File: src/rtl/systmr_pkg.sv
// Package: shared constants for the microsecond system timer.
// Assumes a 32-byte window decoded as eight 32-bit words.
package systmr_pkg;
    localparam int unsigned DATA_W  = 32;
    localparam int unsigned ADDR_W  = 5;
    localparam int unsigned NUM_CMP = 4;
    localparam int unsigned CNT_W   = 64;

    // Word indices (byte offset / 4)
    localparam logic [2:0] W_STATUS = 3'd0;
    localparam logic [2:0] W_CNT_LO = 3'd1;
    localparam logic [2:0] W_CNT_HI = 3'd2;
    localparam logic [2:0] W_CMP0   = 3'd3;
    localparam logic [2:0] W_HOLE   = 3'd7;
endpackage

File: src/rtl/us_tick_gen.sv
// Module: us_tick_gen
// Emits a one-cycle tick every DIV clock cycles.
// Assumes DIV >= 1. The first tick appears DIV cycles after reset is released.
module us_tick_gen #(
    parameter int unsigned DIV = 250
) (
    input  logic clk,
    input  logic rst_n,
    output logic tick
);
    localparam int unsigned PW = (DIV > 1) ? $clog2(DIV) : 1;
    localparam logic [PW-1:0] LAST = PW'(DIV - 1);

    logic [PW-1:0] phase_q;

    assign tick = (phase_q == LAST);

    // Cycle the phase counter through 0 .. DIV-1
    always_ff @(posedge clk) begin
        if (!rst_n) phase_q <= '0;
        else if (tick) phase_q <= '0;
        else phase_q <= phase_q + 1'b1;
    end

    generate
        if (DIV > 1) begin : g_gap
            // two ticks are never back to back when the ratio exceeds one
            p_tick_gap_r2: assert property (@(posedge clk) disable iff (!rst_n)
                tick |=> !tick);
        end
    endgenerate
endmodule

File: src/rtl/usec_counter.sv
// Module: usec_counter
// Free-running W-bit counter that advances on each tick.
// Also gives the low LO_W bits of the value the counter will hold after the next tick.
module usec_counter #(
    parameter int unsigned W    = 64,
    parameter int unsigned LO_W = 32
) (
    input  logic            clk,
    input  logic            rst_n,
    input  logic            tick,
    output logic [W-1:0]    cnt,
    output logic [LO_W-1:0] nxt_lo
);
    logic [W-1:0] cnt_q;
    logic [W-1:0] cnt_inc;

    assign cnt_inc = cnt_q + 1'b1;
    assign cnt     = cnt_q;
    assign nxt_lo  = cnt_inc[LO_W-1:0];

    // Advance the count once per tick
    always_ff @(posedge clk) begin
        if (!rst_n) cnt_q <= '0;
        else if (tick) cnt_q <= cnt_inc;
    end

    // the count steps by one on a tick
    p_step_r2: assert property (@(posedge clk) disable iff (!rst_n)
        tick |=> (cnt_q == $past(cnt_q) + 1'b1));
    // the count holds between ticks
    p_hold_r2: assert property (@(posedge clk) disable iff (!rst_n)
        !tick |=> $stable(cnt_q));
endmodule

File: src/rtl/cmp_bank.sv
// Module: cmp_bank
// Holds N compare registers and N sticky status bits.
// A status bit sets when the next count value equals its compare value on a tick.
// A status bit clears when its bit is set in the acknowledge mask.
// Set wins over clear on the same edge.
module cmp_bank #(
    parameter int unsigned N = 4,
    parameter int unsigned W = 32
) (
    input  logic         clk,
    input  logic         rst_n,
    input  logic         tick,
    input  logic [W-1:0] nxt_lo,
    input  logic [N-1:0] wr_en,
    input  logic [W-1:0] wdata,
    input  logic [N-1:0] ack_mask,
    output logic [N*W-1:0] cmp_flat,
    output logic [N-1:0] status
);
    logic [N-1:0] hit;
    logic [N-1:0] status_q;

    generate
        for (genvar n = 0; n < N; n++) begin : g_ch
            logic [W-1:0] cmp_q;

            // Store the compare value written by the bus
            always_ff @(posedge clk) begin
                if (!rst_n) cmp_q <= '0;
                else if (wr_en[n]) cmp_q <= wdata;
            end

            assign hit[n] = tick && (nxt_lo == cmp_q);
            assign cmp_flat[n*W +: W] = cmp_q;
        end
    endgenerate

    // Merge acknowledges and new matches into the sticky status
    always_ff @(posedge clk) begin
        if (!rst_n) status_q <= '0;
        else status_q <= (status_q & ~ack_mask) | hit;
    end

    assign status = status_q;

    // every match leaves its bit set
    p_match_sets_r6: assert property (@(posedge clk) disable iff (!rst_n)
        (hit != '0) |=> ((status_q & $past(hit)) == $past(hit)));
    // bits that are not acknowledged stay set
    p_unacked_keep_r7: assert property (@(posedge clk) disable iff (!rst_n)
        1'b1 |=> ((status_q & $past(status_q & ~ack_mask)) == $past(status_q & ~ack_mask)));
endmodule

File: src/rtl/sys_timer_top.sv
// Module: sys_timer_top
// Microsecond system timer with four compare channels on a 32-bit register bus.
// Assumes CLK_HZ is an integer multiple of TICK_HZ.
// Read data and the error flag are registered and valid one cycle after the access.
module sys_timer_top #(
    parameter int unsigned CLK_HZ  = 250_000_000,
    parameter int unsigned TICK_HZ = 1_000_000
) (
    input  logic        clk,
    input  logic        rst_n,
    input  logic        bus_sel,
    input  logic        bus_we,
    input  logic [4:0]  bus_addr,
    input  logic [3:0]  bus_be,
    input  logic [31:0] bus_wdata,
    output logic [31:0] bus_rdata,
    output logic        bus_err,
    output logic        irq
);
    import systmr_pkg::*;

    localparam int unsigned DIV = CLK_HZ / TICK_HZ;

    logic                      tick;
    logic [CNT_W-1:0]          cnt;
    logic [DATA_W-1:0]         nxt_lo;
    logic [NUM_CMP*DATA_W-1:0] cmp_flat;
    logic [NUM_CMP-1:0]        status;
    logic [NUM_CMP-1:0]        cmp_wr;
    logic [NUM_CMP-1:0]        ack_mask;
    logic [2:0]                word;
    logic                      acc_ok;
    logic                      stat_wr;
    logic                      err_d;
    logic [DATA_W-1:0]         rd_d;
    logic [DATA_W-1:0]         rdata_q;
    logic                      err_q;

    us_tick_gen #(.DIV(DIV)) u_tick (
        .clk(clk), .rst_n(rst_n), .tick(tick)
    );

    usec_counter #(.W(CNT_W), .LO_W(DATA_W)) u_cnt (
        .clk(clk), .rst_n(rst_n), .tick(tick), .cnt(cnt), .nxt_lo(nxt_lo)
    );

    cmp_bank #(.N(NUM_CMP), .W(DATA_W)) u_cmp (
        .clk(clk), .rst_n(rst_n), .tick(tick), .nxt_lo(nxt_lo),
        .wr_en(cmp_wr), .wdata(bus_wdata), .ack_mask(ack_mask),
        .cmp_flat(cmp_flat), .status(status)
    );

    assign word    = bus_addr[4:2];
    assign acc_ok  = bus_sel && (bus_be == 4'hF) && (bus_addr[1:0] == 2'b00);
    assign stat_wr = acc_ok && bus_we && (word == W_STATUS);
    assign ack_mask = stat_wr ? bus_wdata[NUM_CMP-1:0] : '0;

    // Decode the compare write strobes
    always_comb begin
        for (int n = 0; n < NUM_CMP; n++)
            cmp_wr[n] = acc_ok && bus_we && (word == 3'(W_CMP0 + n));
    end

    // Flag accesses that cannot be served
    always_comb begin
        err_d = bus_sel && (!acc_ok || (word == W_HOLE) ||
                (bus_we && (word == W_CNT_LO || word == W_CNT_HI)));
    end

    // Select the read data for a good read
    always_comb begin
        rd_d = '0;
        if (acc_ok && !bus_we) begin
            if (word == W_STATUS) rd_d = DATA_W'(status);
            else if (word == W_CNT_LO) rd_d = cnt[DATA_W-1:0];
            else if (word == W_CNT_HI) rd_d = cnt[CNT_W-1:DATA_W];
            for (int n = 0; n < NUM_CMP; n++)
                if (word == 3'(W_CMP0 + n)) rd_d = cmp_flat[n*DATA_W +: DATA_W];
        end
    end

    // Register the response for the following cycle
    always_ff @(posedge clk) begin
        if (!rst_n) begin
            rdata_q <= '0;
            err_q   <= 1'b0;
        end else begin
            rdata_q <= rd_d;
            err_q   <= err_d;
        end
    end

    assign bus_rdata = rdata_q;
    assign bus_err   = err_q;
    assign irq       = |status;

    // the interrupt only drops after a status write
    p_irq_fall_r9: assert property (@(posedge clk) disable iff (!rst_n)
        $fell(irq) |-> $past(stat_wr));
    // an access to the hole raises the error flag next cycle
    p_hole_err_r10: assert property (@(posedge clk) disable iff (!rst_n)
        (bus_sel && word == W_HOLE) |=> bus_err);
    // no response data without a preceding access
    p_quiet_r11: assert property (@(posedge clk) disable iff (!rst_n)
        !bus_sel |=> (bus_rdata == '0 && !bus_err));
endmodule

File: config.mk
export PLATFORM = sky130hd
export DESIGN_NAME = sys_timer_top
export DESIGN_NICKNAME = d
export VERILOG_FILES = /design/src/rtl/systmr_pkg.sv /design/src/rtl/us_tick_gen.sv /design/src/rtl/usec_counter.sv /design/src/rtl/cmp_bank.sv /design/src/rtl/sys_timer_top.sv
export SDC_FILE = /design/constraint.sdc
export NUM_CORES = 1
export LEC_CHECK = 0
export ABC_AREA = 1
export BUFFER_PORTS_ARGS = -buffer_cell sky130_fd_sc_hd__clkbuf_2
export CAP_MARGIN = 10
export CORE_MARGIN = 1
export CORE_UTILIZATION = 50
export DETAILED_ROUTE_END_ITERATION = 6
export PLACE_DENSITY = 0.72
export SLEW_MARGIN = 5
export SYNTH_ARGS = -nofsm -noshare
export SYNTH_HDL_FRONTEND = slang
export SYNTH_HIERARCHICAL = 1
export SYNTH_SLANG_ARGS = --single-unit
File: constraint.sdc
create_clock -name clk -period 2.4 [get_ports clk]
set_input_delay 0.24 -clock clk [delete_from_list [all_inputs] [get_ports clk]]
set_output_delay 0.24 -clock clk [all_outputs]
set_load 0.005 [all_outputs]
# Yosys cells after proc, flatten, opt, wreduce, memory -nomap -nowiden
# Cells that the tools add are included.
# totals
output_inout_bits,34
regBits,237
elab_cells,61
inputBits,45
# classes
n_eq_ne,13
reduce_logical,25
addsub,2
mux,8
bitwise,4
# ops
operator,count
$mux 32,7
$eq 32x32->1,4
$add 64x1->64 const B,1
$logic_and 1x1->1,15
$eq 3x3->1 const B,4
$add 8x1->8 const B,1
$eq 8x8->1 const B,1
$eq 3x2->1 const B,2
$and 4x4->4,1
$eq 4x4->1 const B,1
$mux 4,1
$not 4->4,1
$or 4x4->4,1
$reduce_or 4->1,1
$eq 3x1->1 const B,1
$logic_not 3->1,1
$logic_or 1x1->1,3
$logic_not 1->1,2
$logic_not 2->1,1
$reduce_and 2->1,1
$reduce_or 2->1,1
$not 1->1,1

# Depth between registers and ports, before layout
# depth
depth_word,9
ltp_mapped,19
ltp_nobuf,17

# By module
# Netlist, hierarchy kept.
# by_module_without_submodules
mod,seq_area_each_um2,area_per_inst_um2,instances,cells_per_inst
cmp_bank,2642.5,6411.1,1,964
usec_counter,1281.2,4376.7,1,724
sys_timer_top,660.6,2626.3,1,456
us_tick_gen,160.2,390.4,1,53

# Worst setup path after synthesis
# No wires, ideal clock.
# synth_path
kind,flip-flop to flip-flop
startpoint,"register u_cnt.cnt_q[1], in the netlist u_cnt/cnt[1]"
endpoint,"register u_cmp.status_q[0], in the netlist u_cmp/status[0]"
period_less_slack_ns,2.160
n_path_buf,2
setup_time_ns,0.070
arrival_time_ns,2.090
t_required_ns,2.330
path_stages_with_launch,19
slack_ns,0.240
cell_sequence,dfxtp_1 -> ha_1 -> nand2_2 -> nor2_4 -> nand2_1 -> nor2_4 -> nand2_2 -> inv_2 -> nand2_1 -> nand2_1 -> buf_4 -> clkbuf_2 -> xnor2_1 -> nand2_1 -> nor2_1 -> nand2_1 -> nor2_1 -> nand3_1 -> a21oi_1
# synth_via
elab_chain_len,4
# synth_lines
item,line,text
"start, declared",usec_counter.sv:14,logic [W-1:0] cnt_q;
"start signal, assigned",usec_counter.sv:24,else if (tick) cnt_q <= cnt_inc;
$add 64x1->64,usec_counter.sv:17,assign cnt_inc = cnt_q + 1'b1;
via u_cnt.cnt_inc[30],usec_counter.sv:15,logic [W-1:0] cnt_inc;
$eq 32x32->1,cmp_bank.sv:33,assign hit[n] = tick && (nxt_lo == cmp_q);
$logic_and 1x1->1,cmp_bank.sv:33,
$or 4x4->4,cmp_bank.sv:41,else status_q <= (status_q & ~ack_mask) | hit;
"end signal, assigned",cmp_bank.sv:41,
"end, declared",cmp_bank.sv:21,logic [N-1:0] status_q;
# The timed path passes the listed nets, and every way through them passes these cells.
# A chain may end at the register's enable or synchronous reset.

# Worst setup path after layout
# layout_path
startpoint,"register u_cnt.cnt_q[1], in the netlist u_cnt/cnt[1]"
endpoint,"register u_cmp.status_q[1], in the netlist u_cmp/status[1]"
# layout_via
elab_chain_len,4
# layout_lines
item,line,text
$add 64x1->64,usec_counter.sv:17,
via nxt_lo[27],sys_timer_top.sv:26,logic [DATA_W-1:0] nxt_lo;
$eq 32x32->1,cmp_bank.sv:33,
$logic_and 1x1->1,cmp_bank.sv:33,
$or 4x4->4,cmp_bank.sv:41,
# The timed path passes the listed nets, and every way through them passes these cells.

==> metrics.md <==
| Metric | Value |
|---|---|
| Status | `finished, final reports clean` |
| Area Overhead vs Synth | `18.8%` |
| RePlAce Congestion | `0.987` |
| Routed Antenna Nets | `0` |
| Areal power density over the cells | `522 nW/um^2` |
| WHS | `17.4 ps` |
| TritonCTS clock tree | `yes` |
| Final Hold Fails | `0` |
| Synthesized area per cell | `6.28 um^2` |
| # setup viols final | `0` |
| Largest net degree at the start of global routing | `134` |
| Tot Pwr | `0.00856 W` |
| Yosys reg bits | `237` |
| Vias | `15000` |
| Top cells by area, synth | `dfxtp_1, nand2_1, nor2_1` |
| Storage cell area | `4760 um^2` |
| Lkg Pwr | `7.05 nW` |
| Kind of critical path | `flop to flop` |
| DP HPWL | `36.6 mm` |
| Worst min path class | `primary input to flop` |
| DR vias/cell | `5.60` |
| Initial drt markers | `1821` |
| Tmin final | `2380 ps` |
| Layout cell share with drive strength beyond 1 | `16.4%` |
| Synth cell types | `36` |
| Ant. Diodes | `0` |
| Peak supply drop | `0.000595 V` |
| Yosys Warn Count | `6` |
| Yosys top cell by area | `dfxtp_1` |
| Core Area | `27000 um^2` |
| Area of the die | `28300 um^2` |
| Fill count | `2571` |
| Mux cell area share after synthesis | `0%` |
| Row cnt | `60` |
| CTS sink count | `237` |
| CP Max Fanout | `5` |
| Post-Route Utilization | `60.7%` |
| Post-synthesis sequential area ratio | `34.4%` |
| # port buffers | `78` |
| Die Width | `168 um` |
| Cts bufs inserted | `27` |
| Fin crit share | `99.2%` |
| Max Slew Vio Count | `0` |
| Synth Area in XOR/XNOR | `4.31%` |
| Setup TNS | `0 ps` |
| Simple-Gate Fraction of Synth Area | `34.4%` |
| Post-Syn Nets | `2245` |
| Vias in the first global route | `13600` |
| DRC | `0` |
| Routed len/inst | `19.1 um` |
| Clk root buf | `clkbuf_16` |
| Commonest cells post-synth | `nand2_1, nor2_1, inv_1, dfxtp_1, o21ai_0` |
| Primary FF master, synth | `dfxtp_1` |
| Worst-path clk slew | `60 ps` |
| Initial core utilization | `51.1%` |
| Post-synth top area share | `34.4%` |
| Initial antenna violation count | `0` |
| GR Util All Layers | `35.1%` |
| H-tree depth | `1` |
| Post-Syn Area | `13800 um^2` |
| Slew headroom | `58.3%` |
| Clock Latency Late Sink | `550 ps` |
| Post-Route WL | `51.2 mm` |
| Critical path cell sequence | `nand2_2 -> nor2_4 -> nand2_4 -> buf_4 -> nor2_4 -> buf_6 -> nand3_1 -> nand2_2 -> inv_2 -> nand2_1 -> nand4_1 -> nor2_2 -> nand2_2 -> nor2_4 -> nand3_2 -> a21oi_2` |
| Clock Path Buffers | `3` |
| Crit path launch type | `flop` |
| Footprint of the multi-input gates | `7640 um^2` |
| Global-route wire length before repair | `76.5 mm` |
| Largest family of logic cells by synthesized area | `simple AND/OR/NAND/NOR gates` |
| Syn Inst Count | `2197` |
| Remaining global-route overflow | `0` |
| Die H | `168 um` |
| Peak per-stage delay on the critical path | `370 ps` |
| Most numerous cell in the Yosys netlist | `nand2_1` |
| Inst Count DP | `2602` |
| Setup Skew | `12.0 ps` |
| Top-level port count | `79` |
| Synth Area in Compound Gates | `14.2%` |
| Critical path endpoint category | `flop` |
| Critical Path Slowest Stage Cell | `dfxtp_4` |
| Worst-margin pin slew | `625 ps` |
| Fin nets | `2365` |
| Adder-Cell Fraction of Synth Area | `0.272%` |
| CP Data Required Time | `2890 ps` |
| Non-Filler Instances | `2677` |
| Fmax | `420 MHz` |
| Crit path DAT | `2870 ps` |
| FFs w/ async S/R, synth | `0%` |
| Post-synth EDFFs | `0` |
| DRT Pass-1 Iters | `5` |
| Max-Cap Viols | `0` |
## flip-flops by register name, summed over array words and instances, names as in the netlist
| signal | count |
|---|---|
| bus_err | 1 |
| bus_rdata | 32 |
| u_cmp/g_ch.cmp_q | 128 |
| u_cmp/status | 4 |
| u_cnt/cnt | 64 |
| u_tick/phase_q | 8 |
## layout by cell type, fill, tap and decap left out, drive strengths merged
| cell type | netlist | final |
|---|---|---|
| nor3 | 13 | 13 |
| a31oi | 1 | 1 |
| xnor2 | 34 | 34 |
| xor2 | 34 | 34 |
| nor2 | 432 | 432 |
| ha | 3 | 3 |
| nand2 | 493 | 493 |
| dlygate4sd3 | 0 | 20 |
| o21bai | 1 | 1 |
| clkinv | 1 | 5 |
| o21ai | 217 | 217 |
| bufinv | 0 | 3 |
| and2 | 1 | 1 |
| buf | 69 | 129 |
| inv | 275 | 276 |
| dfxtp | 237 | 237 |
| nand3 | 69 | 69 |
| a21oi | 118 | 118 |
| nand4 | 87 | 87 |
| nor3b | 1 | 1 |
| o211ai | 28 | 28 |
| clkbuf | 66 | 114 |
| or2 | 4 | 4 |
| nand3b | 3 | 3 |
| clkinvlp | 0 | 3 |
| o22ai | 10 | 10 |
## stage by stage
stage          area, um^2  setup WS, ps
6_report            16400          20.4
5_1_grt             16400         -38.9
4_1_cts             16200          9.06
3_5_place_dp        15000          -365
3_3_place_gp        15000          -339
2_1_floorplan       13800           240
## cell type report
class                      instances  area share, %
multi-input combinational       1549           46.6
clock buffer                      37           4.59
tap                              341           2.60
timing repair buffer             226           10.0
inverter                         276           6.32
sequential                       237           29.0
clock inverter                    11          0.862
## power breakdown
group	switching (W)	leakage [nW]	total, W	internal (W)
registers	0.00000627	1.91	0.00394	0.00394
clock network	0.00173	0.432	0.00423	0.00251
logic	0.000269	4.70	0.000384	0.000116
## kinds of logic (layout without fill, tap and decap cells)
family / Yosys count / in the layout
simple gates: 1103 / 1103
buf+inv: 411 / 550
compound gates: 375 / 375
flops: 237 / 237
xor+xnor: 68 / 68
fa+ha+maj: 3 / 3
## critical path: cells and delay by family, from the launching register on
family | cells | cell delay, ps
buffers and inverters | 3 | 370
AO/OA/AOI/OAI | 1 | 110
flip-flops | 1 | 370
AND/OR/NAND/NOR | 12 | 1460
## worst paths after layout
path | start | endpoint | slack (ps) | depth (start not counted)
max | u_cnt/cnt[1] | u_cmp/status[1] | 20 | 16
min | bus_wdata[18] | u_cmp/g_ch[2].cmp_q[18] | 20 | 3
max reg2reg | u_cnt/cnt[1] | u_cmp/status[1] | 20 | 16
min reg2reg | u_cmp/status[0] | u_cmp/status[0] | 480 | 2
## metal layers
| metal | GRT usage (%) | vias to the layer above | wire (um) |
|---|---|---|---|
| li1 | - | 7163 | - |
| met4 | 15.7 | 0 | 2350 |
| met3 | 4.47 | 100 | 4240 |
| met2 | 58.2 | 720 | 23700 |
| met1 | 45.6 | 7012 | 20800 |
| met5 | 0 | - | 0 |
## repair_timing
action                                  CTS  global route
pin swaps                                 3            24
buffers inserted                          1             6
endpoints found under the hold margin    45             0
hold buffers                             20             0
endpoints found under the setup margin    4             4
gates resized for setup                  30            65
(Power assumes the default switching activity.)
